===== config.mk =====
export PLATFORM = sky130hd
export DESIGN_NAME = booth_wmul
export DESIGN_NICKNAME = d
export VERILOG_FILES = /design/src/rtl/booth_wmul_pkg.sv /design/src/rtl/booth_wmul_recoder.sv /design/src/rtl/booth_wmul_ppgen.sv /design/src/rtl/booth_wmul_csa_tree.sv /design/src/rtl/booth_wmul.sv
export SDC_FILE = /design/constraint.sdc
export NUM_CORES = 1
export LEC_CHECK = 0
export BUFFER_PORTS_ARGS = -buffer_cell sky130_fd_sc_hd__buf_2
export CORE_ASPECT_RATIO = 1.75
export CORE_MARGIN = 2
export CORE_UTILIZATION = 52
export DETAILED_ROUTE_END_ITERATION = 10
export PLACE_DENSITY_LB_ADDON = 0.1
export SETUP_SLACK_MARGIN = 0.5
export SYNTH_ARGS = -nofsm -noshare
export SYNTH_HDL_FRONTEND = slang
export SYNTH_HIERARCHICAL = 1
export SYNTH_SLANG_ARGS = --single-unit
export TNS_END_PERCENT = 50

===== constraint.sdc =====
create_clock -name clk -period 5.1 [get_ports clk]
set_input_delay 1.02 -clock clk [delete_from_list [all_inputs] [get_ports clk]]
set_output_delay 1.02 -clock clk [all_outputs]
set_load 0.005 [all_outputs]

===== src/rtl/booth_wmul_pkg.sv =====
package booth_wmul_pkg;

  // Signed Booth digit: magnitude 0..4 and a negate flag
  typedef struct packed {
    logic       neg;
    logic [2:0] mag;
  } digit_t;

  // Three-bit-step digit from a 4-bit window {b(3j+2), b(3j+1), b(3j), b(3j-1)}
  function automatic digit_t enc_tri(input logic [3:0] win);
    digit_t d;
    int v;
    v = -4 * int'(win[3]) + 2 * int'(win[2]) + int'(win[1]) + int'(win[0]);
    d.neg = (v < 0);
    d.mag = 3'((v < 0) ? -v : v);
    return d;
  endfunction

  // Two-bit-step digit from a 3-bit window {b(2j+1), b(2j), b(2j-1)}
  function automatic digit_t enc_duo(input logic [2:0] win);
    digit_t d;
    int v;
    v = -2 * int'(win[2]) + int'(win[1]) + int'(win[0]);
    d.neg = (v < 0);
    d.mag = 3'((v < 0) ? -v : v);
    return d;
  endfunction

  function automatic int digit_count(input int width, input int step);
    return (width + step - 1) / step;
  endfunction

endpackage


===== src/rtl/booth_wmul_recoder.sv =====
module booth_wmul_recoder
  import booth_wmul_pkg::*;
#(
  parameter int WW    = 6,
  parameter int RADIX = 8,
  localparam int RB   = (RADIX == 8) ? 3 : 2,
  localparam int ND   = digit_count(WW, RB)
) (
  input  logic [WW-1:0]         w_i,
  output digit_t [ND-1:0]       dig_o
);

  localparam int EW   = RB * ND;
  localparam int MAXM = (RADIX == 8) ? 4 : 2;

  // weight sign-extended to a whole number of digits, with a zero below bit 0
  logic [EW:0] wext;
  assign wext = {{(EW - WW + 1){w_i[WW-1]}}, w_i[WW-2:0], 1'b0};

  for (genvar j = 0; j < ND; j++) begin : g_dig
    if (RADIX == 8) begin : g_tri
      assign dig_o[j] = enc_tri(wext[RB*j+3:RB*j]);
    end else begin : g_duo
      assign dig_o[j] = enc_duo(wext[RB*j+2:RB*j]);
    end

    always_comb begin

      dig_range_chk: assert (dig_o[j].mag <= 3'(MAXM) && !(dig_o[j].neg && dig_o[j].mag == 3'd0))
        else $error("digit %0d out of range", j);
    end
  end

endmodule


===== src/rtl/booth_wmul_ppgen.sv =====
module booth_wmul_ppgen
  import booth_wmul_pkg::*;
#(
  parameter int XW    = 6,
  parameter int PW    = 12,
  parameter int ND    = 2,
  parameter int RB    = 3,
  parameter int TRUNC = 0,
  localparam int NR   = ND + 1
) (
  input  logic [XW-1:0]          x_i,
  input  digit_t [ND-1:0]        dig_i,
  output logic [NR-1:0][PW-1:0]  rows_o
);

  localparam logic [PW-1:0] KEEP = {PW{1'b1}} << TRUNC;

  logic [PW-1:0] x1, x2, x3, x4, corr;

  // sample multiples: only the 3x needs an adder, formed once per operation
  assign x1 = {{(PW-XW){x_i[XW-1]}}, x_i};
  assign x2 = x1 << 1;
  assign x3 = x2 + x1;
  assign x4 = x1 << 2;

  for (genvar j = 0; j < ND; j++) begin : g_pp
    logic [PW-1:0] mult, inv;
    always_comb begin
      unique case (dig_i[j].mag)
        3'd1:    mult = x1;
        3'd2:    mult = x2;
        3'd3:    mult = x3;
        3'd4:    mult = x4;
        default: mult = '0;
      endcase
    end
    assign inv       = mult ^ {PW{dig_i[j].neg}};
    assign rows_o[j] = (inv << (RB*j)) & KEEP;
  end

  // +1 corrections of the negated rows, each at its digit's weight
  always_comb begin
    corr = '0;
    for (int j = 0; j < ND; j++) corr[RB*j] = dig_i[j].neg;
  end
  assign rows_o[ND] = corr & KEEP;

endmodule


===== src/rtl/booth_wmul_csa_tree.sv =====
module booth_wmul_csa_tree #(
  parameter int PW = 12,
  parameter int NR = 3
) (
  input  logic [NR-1:0][PW-1:0] rows_i,
  output logic [PW-1:0]         sum_o,
  output logic [PW-1:0]         carry_o
);

  logic [PW-1:0] cur [NR];
  logic [PW-1:0] nxt [NR];

  // layers of 3:2 compressors until two rows remain
  always_comb begin
    int n;
    int m;
    for (int i = 0; i < NR; i++) cur[i] = rows_i[i];
    for (int i = 0; i < NR; i++) nxt[i] = '0;
    n = NR;
    for (int s = 0; s < NR; s++) begin
      if (n > 2) begin
        for (int i = 0; i < NR; i++) nxt[i] = '0;
        m = 0;
        for (int g = 0; g < NR / 3; g++) begin
          if (3*g + 2 < n) begin
            nxt[m]   = cur[3*g] ^ cur[3*g+1] ^ cur[3*g+2];
            nxt[m+1] = ((cur[3*g] & cur[3*g+1]) | (cur[3*g] & cur[3*g+2]) |
                        (cur[3*g+1] & cur[3*g+2])) << 1;
            m = m + 2;
          end
        end
        for (int i = 0; i < NR; i++) begin
          if (i >= 3*(n/3) && i < n) begin
            nxt[m] = cur[i];
            m = m + 1;
          end
        end
        for (int i = 0; i < NR; i++) cur[i] = nxt[i];
        n = m;
      end
    end
    sum_o   = cur[0];
    carry_o = (n > 1) ? cur[1] : '0;
  end

  logic [PW-1:0] row_total;
  always_comb begin
    row_total = '0;
    for (int i = 0; i < NR; i++) row_total = row_total + rows_i[i];
  end

  always_comb begin

    tree_sum_chk: assert (sum_o + carry_o == row_total)
      else $error("carry-save tree lost value");
  end

endmodule


===== src/rtl/booth_wmul.sv =====
module booth_wmul
  import booth_wmul_pkg::*;
#(
  parameter int XW    = 6,
  parameter int WW    = 6,
  parameter int RADIX = 8,
  parameter int TRUNC = 0,
  localparam int PW   = XW + WW
) (
  input  logic          clk,
  input  logic          rst_n,
  input  logic          in_valid,
  input  logic [XW-1:0] x_i,
  input  logic [WW-1:0] w_i,
  output logic          out_valid,
  output logic [PW-1:0] prod_o
);

  localparam int RB = (RADIX == 8) ? 3 : 2;
  localparam int ND = digit_count(WW, RB);
  localparam int NR = ND + 1;
  localparam logic [PW-1:0] BOUND = PW'(NR * ((1 << TRUNC) - 1));

  digit_t [ND-1:0]       digits;
  logic [NR-1:0][PW-1:0] rows;
  logic [PW-1:0]         tree_sum, tree_carry, cpa_sum;

  booth_wmul_recoder #(.WW(WW), .RADIX(RADIX)) rec_i (
    .w_i   (w_i),
    .dig_o (digits)
  );

  booth_wmul_ppgen #(.XW(XW), .PW(PW), .ND(ND), .RB(RB), .TRUNC(TRUNC)) pp_i (
    .x_i    (x_i),
    .dig_i  (digits),
    .rows_o (rows)
  );

  booth_wmul_csa_tree #(.PW(PW), .NR(NR)) tree_i (
    .rows_i  (rows),
    .sum_o   (tree_sum),
    .carry_o (tree_carry)
  );

  assign cpa_sum = tree_sum + tree_carry;

  always_ff @(posedge clk) begin
    if (!rst_n) begin
      out_valid <= 1'b0;
      prod_o    <= '0;
    end else begin
      out_valid <= in_valid;
      if (in_valid) prod_o <= cpa_sum;
    end
  end

  // exact reference for the checks only
  logic signed [PW-1:0] ref_prod;
  assign ref_prod = $signed({{WW{x_i[XW-1]}}, x_i}) * $signed({{XW{w_i[WW-1]}}, w_i});

  always_comb begin
    if (rst_n && TRUNC == 0) begin

      exact_prod_chk: assert (cpa_sum == ref_prod)
        else $error("product mismatch");
    end
    if (rst_n && TRUNC > 0) begin

      trunc_bound_chk: assert (PW'(ref_prod - cpa_sum) <= BOUND)
        else $error("truncation error out of bound");
    end
  end


  hold_chk: assert property (@(posedge clk) disable iff (!rst_n)
    !$past(in_valid) |-> $stable(prod_o))
    else $error("product changed while idle");


  reset_chk: assert property (@(posedge clk) $past(!rst_n) |-> (!out_valid && prod_o == '0))
    else $error("reset state wrong");

endmodule


==> metrics.cfg, run 1 <==
[outcome]
status = completed

[floorplanning]
pin_count = 28
start_util_pct = 53.77
core_area_sq_um = 4707
die_area_sq_um = 5464
die_h_microns = 96.30
die_width_microns = 56.74
fp-row-count = 33

[power]
clockPowerShare_pct = 8.8
power.density_nw_per_um2 = 352.0
power_mw = 1.026
p_sw_share_pct = 43.07
p_int_uw = 583.9
p_sw_uw = 441.7
power_frac_seq_pct = 14.6
combPwrFrac_pct = 76.6
vdd_drop_max_mv = 0.3008
power.leakage_nw = 1.286

[place]
dp_hpwl_microns = 4419
place_congestion = 0.8779
port_buffers = 27

[setup_path]
crit_required_ns = 5.27
cp_cell_sequence = buf_2, ha_4, ha_4, inv_1, ha_2, nand2b_4, o221ai_4, and4bb_2, a221oi_2, nand3_2, xor2_2, fa_1, ha_4, a21oi_4, a21oi_1, a211o_1, or4_1, a31oi_1
arrival_ns = 4.76
cp-end-kind = flip-flop
cp_slowest_cell = fa_1
start_kind = input port
worst-setup-path-type = input port to flip-flop
critical_path.top_delay_family = adder cells
path_common_cell = ha_4
path_buf_inv = 2
crit_fanout = 7
slowest_delay_ns = 0.52

[layout]
mostFrequentLayoutCell = buf_2
drive_gt1_share_pct = 28.35
area_growth_pct = 15.13
antennaDiodeCount = 0
mostFrequentLayoutCells = buf_2 (27), a21oi_1 (17), nand2_1 (17), buf_4 (17), conb_1 (14)
fin_nets = 370

[sta]
rsz0062_at_grt = true
slew_violations = 0
worstMarginPinSlew_ns = 0.6246
finClkSkew_ns = 0
slew_headroom_pct = 58.08
fin_crit_sh_pct = 89.91
hold_viol = 0
setup-tns-final_ns = 0
setup_viol = 0
post-route-min-period_ns = 4.585
fmax_ghz = 0.2181

[clocking]
clk_latency_ns = 0.24
clockBufferDepth = 2
numCtsBuffers = 3
hold_buffers = 0
cts_root_buf = clkbuf_8
cts_sinks = 13
clkTransAtPathRegs_ns = 0.05
cts_tree = done
htree_num_levels = 1

[yosys]
avgSynthCellArea_sq_um = 8.609
ys.flop_type = dfxtp_1
synth.distinct_cells = 71
synth_area_sq_um = 2531
yosys_warnings = 6
yosysSeqAreaShare_pct = 10.28
syn_inst = 294
synth-edff-count = 0
synth.ff_latch_count = 13
synth-async-reset-ratio_pct = 0

[drt]
drt-initial-drc-count = 66
postRouteAntennaNets = 0
via_per_inst = 5.869
drt_wl_total_microns = 5476
dr.pass1.iters = 5
drc = 0
wl_per_cell_microns = 14.68
vias = 2189

[global_routing]
gr-total-overflow = 0
grt_pass1_vias = 2094
grt_max_degree = 18
antenna_found_initial = 0
grt_pass1_wl_microns = 8963
grt_usage_pct = 20.24

[min_path]
hold_class = flip-flop to flip-flop

[run]
max_cap_viol_count = 0

==> worst reg2reg max path, stage by stage, from the launching register on <==
cell and delay, ns:
dfxtp_1 0.30, and3_1 0.16, a311o_1 0.31
==> final cells by class <==
type	instances	area, sq um
Sequential cell	13	260.3
Tap cell	52	65.06
Fill cell	441	1793
Timing Repair Buffer	46	285.3
Clock buffer	4	45.04
Multi-Input combinational cell	249	2225
Inverter	9	33.78
==> routing by layer <==
| layer | track usage, % | share of wire (%) | vias up |
|---|---|---|---|
| met4 | 7.558 | 1.6 | 0 |
| met5 | 0 | 0 | - |
| met3 | 0.9409 | 2.0 | 8 |
| met2 | 42.25 | 58 | 45 |
| met1 | 20.39 | 39 | 1036 |
| li1 | - | - | 1100 |
==> through the flow <==
| stage | util (%) | instance area [sq um] | instances | hold slack [ns] | setup WS, ns |
|---|---|---|---|---|---|
| floorplan | - | 2675 | 306 | 0.4575 | 0.5065 |
| global placement | 56.75 | 2671 | 358 | 0.4459 | 0.1087 |
| detailed placement | 56.75 | 2671 | 358 | 0.4515 | 0.08103 |
| CTS | 60.39 | 2843 | 369 | 0.4598 | 0.5106 |
| global route | 61.91 | 2914 | 373 | 0.4903 | 0.3557 |
| finish | 61.91 | 2914 | 373 | 0.4549 | 0.5148 |
==> registers in the layout (all words and copies together), names as in the netlist <==
| signal | count |
|---|---|
| out_valid | 1 |
| prod_o | 12 |
==> final timing paths <==
path,from,to,slack [ns],cells after the start
max,w_i[2],prod_o[11],0.51,18
min,prod_o[5],prod_o[5],0.45,2
max reg2reg,prod_o[7],prod_o[7],4.21,2
min reg2reg,prod_o[5],prod_o[5],0.45,2
==> power groups by stage <==
stage | registers [mW] | clock network, mW | logic (mW)
final | 0.150 | 0.0899 | 0.785
after global routing | 0.153 | 0.0976 | 0.866
after CTS | 0.151 | 0.0915 | 0.737
after detailed placement | 0.153 | 0 | 0.682
after global placement | 0.152 | 0 | 0.672
after floorplan | 0.157 | 0 | 0.545
==> repair_timing <==
action                     in CTS  in global routing
hold endpoints to repair        0                  0
setup buffers                   7                  4
setup endpoints to repair       5                  6
pin swaps                      10                  9
resized for setup              12                  7
==> Yosys cell counts (3+ instances only) <==
master	number	share of area, %
nand3_1	12	2.4
o221ai_1	3	1.0
mux2i_1	4	1.6
a211o_1	5	1.7
buf_6	4	1.8
a21o_1	7	2.1
xnor2_1	10	3.5
and2b_1	3	0.89
inv_1	7	1.0
dfxtp_1	13	10
clkbuf_1	3	0.44
xor2_1	11	3.8
nor3_1	4	0.79
a31oi_1	3	0.74
nor2_1	12	1.8
nand2b_1	3	0.74
o21ai_0	8	1.6
nand3b_1	6	1.8
buf_4	24	7.1
a21oi_1	19	3.8
nand2_1	17	2.5
and4bb_2	4	2.0
fa_1	13	10
nand4_1	6	1.5
a211oi_1	4	1.2
a221oi_1	3	1.0
or3_1	3	0.74
nor2b_1	8	2.0
ha_1	20	9.9
==> cells by family after synthesis <==
logic type      synth area share (%)
simple gates                   24.62
compound gates                 21.36
buf+inv                        11.42
fa+ha+maj                      20.17
xor+xnor                       8.205
flops                          10.28
mux                            3.658
other cells                   0.2967
(Power assumes the default switching activity.)
==> run 2: changes to the inputs <==
--- a/config.mk
+++ b/config.mk
@@ -5,11 +5,11 @@
 export SDC_FILE = /design/constraint.sdc
 export NUM_CORES = 1
 export LEC_CHECK = 0
-export BUFFER_PORTS_ARGS = -buffer_cell sky130_fd_sc_hd__buf_2
 export CORE_ASPECT_RATIO = 1.75
 export CORE_MARGIN = 2
 export CORE_UTILIZATION = 52
 export DETAILED_ROUTE_END_ITERATION = 10
+export DONT_BUFFER_PORTS = 1
 export PLACE_DENSITY_LB_ADDON = 0.1
 export SETUP_SLACK_MARGIN = 0.5
 export SYNTH_ARGS = -nofsm -noshare
==> run 2 against run 1 <==
  * Sequential power grew 6%
  * Sequential cell count is the same
  * Hold slack improved by 0.024 ns
  * Register-to-register slack about the same
  * Global-route usage decreased by 1.2 points
  * Critical path depth shrank 1
  * Routed wire length shrank 5.1%
  * Maximum frequency up 1.6%
  * Non-clock buffer count shrank 30
  * Via count down 6.0%
  * Final cell count is 8.0% lower
==> metrics.cfg, run 2 (synthesized netlist as in run 1, its figures left out) <==
[global_routing]
grt_max_degree = 19  ; was 18
grt_usage_pct = 19.06  ; was 20.24%
antenna_found_initial = 0  ; unchanged
grt_use_met1_pct = 18.77  ; was 20.39%
gr-total-overflow = 0  ; unchanged
use_met2_pct = 39.83  ; was 42.25%
use_met3_pct = 1.747  ; was 0.9409%
grt_pass1_wl_microns = 8404  ; was 8963 microns
grt_pass1_vias = 1913  ; was 2094
top_usage_layer = met2  ; unchanged

[drt]
vias = 2057  ; was 2189
drt_wl_total_microns = 5199  ; was 5476 microns
drt-initial-drc-count = 47  ; was 66
dr.pass1.iters = 4  ; was 5
drc = 0  ; unchanged
via_per_inst = 5.997  ; was 5.869
postRouteAntennaNets = 0  ; unchanged
wl_per_cell_microns = 15.16  ; was 14.68 microns

[run]
max_cap_viol_count = 0  ; unchanged

[min_path]
hold_class = flip-flop to flip-flop  ; unchanged
hold_depth = 2  ; unchanged

[sta]
slew_headroom_pct = 58.17  ; was 58.08%
slew_violations = 0  ; unchanged
post-route-min-period_ns = 4.512  ; was 4.585 ns
setup-tns-final_ns = 0  ; unchanged
setup_ws_ns = 0.5878  ; was 0.5148 ns
fmax_ghz = 0.2216  ; was 0.2181 GHz
worstMarginPinSlew_ns = 0.6233  ; was 0.6246 ns
rsz0062_at_grt = true  ; unchanged
hold_viol = 0  ; unchanged
finClkSkew_ns = 0  ; unchanged
setup_viol = 0  ; unchanged
fin_crit_sh_pct = 88.47  ; was 89.91%

[layout]
fin_nets = 340  ; was 370
nFillCells = 440  ; was 441
fin_util_pct = 58.43  ; was 61.91%
reg_top3 = prod_o: 12 flops, out_valid: 1 flops  ; unchanged
largest_reg_flops = 12  ; unchanged
drive_gt1_share_pct = 20.62  ; was 28.35%
area_growth_pct = 8.651  ; was 15.13%
mostFrequentLayoutCells = a21oi_1 (17), nand2_1 (17), conb_1 (14)  ; was buf_2 (27), a21oi_1 (17), nand2_1 (17), buf_4 (17), conb_1 (14)
top_register = prod_o  ; unchanged
antennaDiodeCount = 0  ; unchanged

[setup_path]
start_kind = input port  ; unchanged
arrival_ns = 4.68  ; was 4.76 ns
crit_fanout = 15  ; was 7
crit_required_ns = 5.27  ; about the same
worst-setup-path-type = input port to flip-flop  ; unchanged
cp-end-kind = flip-flop  ; unchanged
rr_worst_depth = 2  ; unchanged

[clocking]
clk_latency_ns = 0.24  ; about the same
cts_sinks = 13  ; unchanged
clockBufferDepth = 2  ; unchanged
numCtsBuffers = 3  ; unchanged
htree_num_levels = 1  ; unchanged
cts_root_buf = clkbuf_8  ; unchanged
cts_tree = done  ; unchanged
clkTransAtPathRegs_ns = 0.05  ; about the same
hold_buffers = 0  ; unchanged

[floorplanning]
core_area_sq_um = 4707  ; unchanged
die_width_microns = 56.74  ; unchanged
start_util_pct = 53.77  ; unchanged
die_area_sq_um = 5464  ; unchanged
pin_count = 28  ; unchanged
fp-row-count = 33  ; unchanged
die_h_microns = 96.30  ; unchanged

[power]
power.density_nw_per_um2 = 341.9  ; was 352.0 nW/um^2
power.leakage_nw = 1.155  ; was 1.286 nW
vdd_drop_max_mv = 0.2331  ; was 0.3008 mV

[place]
dp_slack_ns = 0.1865  ; was 0.08103 ns
dp_hpwl_microns = 4165  ; was 4419 microns
place_congestion = 0.9234  ; was 0.8779
port_buffers = 0  ; was 27

[outcome]
status = completed  ; unchanged

## run 2: changes by cell type in the layout (fill, tap and decap cells not counted), sizes merged
cell	previous run	this run
buf	46	16
## run 2: worst paths after layout
kind | startpoint | to | slack (ns)
max | w_i[2] | prod_o[11] | 0.59
min | prod_o[10] | prod_o[10] | 0.48
max reg2reg | prod_o[7] | prod_o[7] | 4.21
min reg2reg | prod_o[10] | prod_o[10] | 0.48
## run 2: per-layer routing
| layer | part of all wire (%) | vias to the layer above | routed length [microns] |
|---|---|---|---|
| li1 | - | 1048 | - |
| met3 | 2.6 | 6 | 133 |
| met4 | 1.5 | 0 | 78 |
| met1 | 38 | 968 | 1971 |
| met2 | 58 | 35 | 3016 |
| met5 | 0 | - | 0 |
## run 2: where the power goes
part	switching [mW]	internal [mW]	total, mW
logic	0.346	0.346	0.692
registers	0.0228	0.137	0.159
clock network	0.0334	0.0550	0.0884
## run 2: area by class of cell
class	instances	area (sq um)	share of cell area [%]
Multi-Input combinational cell	249	2215	80.53
Sequential cell	13	260.3	9.463
Clock buffer	4	45.04	1.638
Tap cell	52	65.06	2.366
Timing Repair Buffer	16	131.4	4.777
Inverter	9	33.78	1.228
## run 2: stage by stage
step,cells,cell area [sq um],hold WS [ns],total power [mW]
global placement,325,2491,0.4720,0.7638
finish,343,2750,0.4789,0.9402
CTS,331,2551,0.4845,0.8609
floorplan,306,2675,0.4575,0.7019
detailed placement,325,2491,0.4776,0.7676
global route,343,2750,0.5181,1.041
## run 2: repair_timing
action                                  in CTS  in global routing
resized for setup                            0                 21
pin swaps                                    1                 12
setup buffers                                2                 12
endpoints found under the setup margin       1                  6
## run 2: worst max-delay path, cell delays in order
cell and delay, ns:
ha_4 0.17, ha_4 0.26, inv_1 0.03, ha_2 0.24, mux2_4 0.30, buf_6 0.15, and4bb_2 0.22, a221oi_2 0.21
nand3_2 0.12, xor2_2 0.17, fa_1 0.56, ha_4 0.24, a21oi_4 0.12, a21oi_1 0.08, a211o_1 0.24, or4_4 0.41
a31oi_1 0.13
==> run 3: changes to the inputs <==
--- a/config.mk
+++ b/config.mk
@@ -10,7 +10,8 @@
 export CORE_UTILIZATION = 52
 export DETAILED_ROUTE_END_ITERATION = 10
 export DONT_BUFFER_PORTS = 1
-export PLACE_DENSITY_LB_ADDON = 0.1
+export GPL_TIMING_DRIVEN = 0
+export PLACE_DENSITY = 0.67
 export SETUP_SLACK_MARGIN = 0.5
 export SYNTH_ARGS = -nofsm -noshare
 export SYNTH_HDL_FRONTEND = slang
==> run 3 against run 2 <==
  * Maximum frequency fell by 0.73%
  * Clock power rose by 2.3%
  * Sequential cell count did not move
  * Non-clock buffer count rose by 24
  * Setup slack got worse by 0.033 ns
  * Combinational power rose by 4.6%
  * Via count rose by 5.6%
  * First-iteration DRC count rose by 85%
  * Critical endpoint unchanged
  * Final cell count rose by 7.0%
  * Critical path type unchanged
  * Cell area rose by 6.5%
==> metrics.cfg, run 3 (synthesized netlist as in run 1, its figures left out) <==
[floorplanning]
die_width_microns = 56.74  ; unchanged
start_util_pct = 53.77  ; unchanged
die_area_sq_um = 5464  ; unchanged
pin_count = 28  ; unchanged
fp-row-count = 33  ; unchanged
core_area_sq_um = 4707  ; unchanged
die_h_microns = 96.30  ; unchanged

[drt]
vias = 2172  ; was 2057
drc = 0  ; unchanged
dr.pass1.iters = 4  ; unchanged
postRouteAntennaNets = 0  ; unchanged
via_per_inst = 5.918  ; was 5.997
drt-initial-drc-count = 87  ; was 47
wl_per_cell_microns = 14.88  ; was 15.16 microns
wl_met2_microns = 3221  ; was 3016 microns
drt_wl_total_microns = 5462  ; was 5199 microns
wl_met3_microns = 178  ; was 133 microns
route.top_layer_used = met4  ; unchanged
met1_length_microns = 1982  ; was 1971 microns

[clocking]
numCtsBuffers = 3  ; unchanged
cts_root_buf = clkbuf_8  ; unchanged
cts_tree = done  ; unchanged
clk_latency_ns = 0.24  ; about the same
clockBufferDepth = 2  ; unchanged
clkTransAtPathRegs_ns = 0.05  ; about the same
htree_num_levels = 1  ; unchanged
cts_sinks = 13  ; unchanged

[setup_path]
start_kind = input port  ; unchanged
crit_required_ns = 5.28  ; was 5.27 ns
reg2reg_to = prod_o[7]  ; unchanged
arrival_ns = 4.72  ; was 4.68 ns
crit_fanout = 5  ; was 15
cp-end-kind = flip-flop  ; unchanged
worst-setup-path-type = input port to flip-flop  ; unchanged
rr_worst_depth = 2  ; unchanged
reg2reg_from = prod_o[7]  ; unchanged
r2r_setup_slack_ns = 4.22  ; was 4.21 ns

[outcome]
status = completed  ; unchanged

[global_routing]
grt_max_degree = 11  ; was 19
grt_pass1_vias = 2138  ; was 1913
antenna_found_initial = 0  ; unchanged
grt_usage_pct = 20.66  ; was 19.06%
gr-total-overflow = 0  ; unchanged
grt_pass1_wl_microns = 9170  ; was 8404 microns

[sta]
setup_viol = 0  ; unchanged
hold_viol = 0  ; unchanged
finClkSkew_ns = 0  ; unchanged
fin_crit_sh_pct = 89.13  ; was 88.47%
setup_ws_ns = 0.5544  ; was 0.5878 ns
slew_violations = 0  ; unchanged
fmax_ghz = 0.2200  ; was 0.2216 GHz
setup-tns-final_ns = 0  ; unchanged
hold-worst-slack_ns = 0.4779  ; was 0.4789 ns
worstMarginPinSlew_ns = 0.6376  ; was 0.6233 ns
slew_headroom_pct = 57.21  ; was 58.17%
rsz0062_at_grt = true  ; unchanged
post-route-min-period_ns = 4.546  ; was 4.512 ns

[layout]
top_register = prod_o  ; unchanged
largest_reg_flops = 12  ; unchanged
drive_gt1_share_pct = 25.40  ; was 20.62%
reg_top3 = prod_o: 12 flops, out_valid: 1 flops  ; unchanged
area_growth_pct = 15.72  ; was 8.651%
antennaDiodeCount = 0  ; unchanged
fin_nets = 364  ; was 340
nFillCells = 439  ; was 440
mostFrequentLayoutCell = buf_4
stdcell_count = 367  ; was 343
mostFrequentLayoutCells = buf_4 (28), nand2_1 (17), a21oi_1 (16)  ; was a21oi_1 (17), nand2_1 (17), conb_1 (14)

[power]
vdd_drop_max_mv = 0.2698  ; was 0.2331 mV
power.density_nw_per_um2 = 332.5  ; was 341.9 nW/um^2
power.leakage_nw = 1.269  ; was 1.155 nW

[place]
port_buffers = 0  ; unchanged
place_congestion = 0.8858  ; was 0.9234
placedCellCount = 358  ; was 325
dp_slack_ns = 0.1926  ; was 0.1865 ns
dp_hpwl_microns = 4546  ; was 4165 microns

[min_path]
hold_class = flip-flop to flip-flop  ; unchanged
holdPathEnd = prod_o[5]  ; was prod_o[10]
hold_path.startpoint = prod_o[5]  ; was prod_o[10]
hold_depth = 2  ; unchanged

[run]
max_cap_viol_count = 0  ; unchanged

-- run 3: routing by layer --
layer / track usage [%] / up-vias
met4: 7.171 / 0
met1: 19.25 / 1034
met5: 0 / -
li1: - / 1095
met2: 44.48 / 35
met3: 2.016 / 8
-- run 3: critical path: stages --
cell	delay, ns
ha_4	0.17
ha_4	0.27
inv_1	0.04
ha_2	0.17
nand2b_4	0.14
o221ai_4	0.25
and4bb_2	0.27
a221oi_2	0.21
nand3_2	0.13
xor2_2	0.17
fa_1	0.57
ha_4	0.23
a21oi_4	0.16
a21oi_2	0.07
a211o_1	0.28
or4_1	0.40
a31oi_1	0.16
-- run 3: worst max-delay path by stage --
| stage | start | end | slack, ns | cells past startpoint |
|---|---|---|---|---|
| 3_3_place_gp | w_i[2] | prod_o[11] | 0.22 | 18 |
| 5_1_grt | w_i[2] | prod_o[11] | 0.40 | 18 |
| 3_5_place_dp | w_i[2] | prod_o[11] | 0.19 | 18 |
| 4_1_cts | w_i[2] | prod_o[11] | 0.52 | 18 |
| 6_report | w_i[2] | prod_o[11] | 0.55 | 17 |
| 2_1_floorplan | w_i[2] | prod_o[11] | 0.51 | 18 |
-- run 3: what timing repair did --
action | in CTS | in global routing
resized for setup | 2 | 14
hold buffers | 0 | 0
cloned | 0 | 1
pin swaps | 0 | 11
buffers inserted | 0 | 4
endpoints found under the setup margin | 1 | 5
-- run 3: through the flow --
step / utilization (%) / instance area, sq um / power (mW)
final: 62.23 / 2929 / 0.9739
after global routing: 62.23 / 2929 / 1.061
after CTS: 59.36 / 2794 / 0.9007
after detailed placement: 58.21 / 2740 / 0.8077
after global placement: 58.21 / 2740 / 0.7944
after floorplan: - / 2675 / 0.7019
-- run 3: report_power, final --
part	internal, mW	total [mW]	switching [mW]
registers	0.137	0.160	0.0232
logic	0.360	0.724	0.364
clock network	0.0551	0.0904	0.0353
total	0.551	0.974	0.423
-- run 3: final cells by class --
| type | instances | area (sq um) | area share (%) |
|---|---|---|---|
| repair buffers | 5 | 55.05 | 1.880 |
| plain buffers | 35 | 265.3 | 9.056 |
| flip-flops and latches | 13 | 260.3 | 8.885 |
| clock buffers | 4 | 45.04 | 1.538 |
| inverters | 9 | 33.78 | 1.153 |
| well taps | 52 | 65.06 | 2.221 |
| multi-input cells | 249 | 2205 | 75.27 |
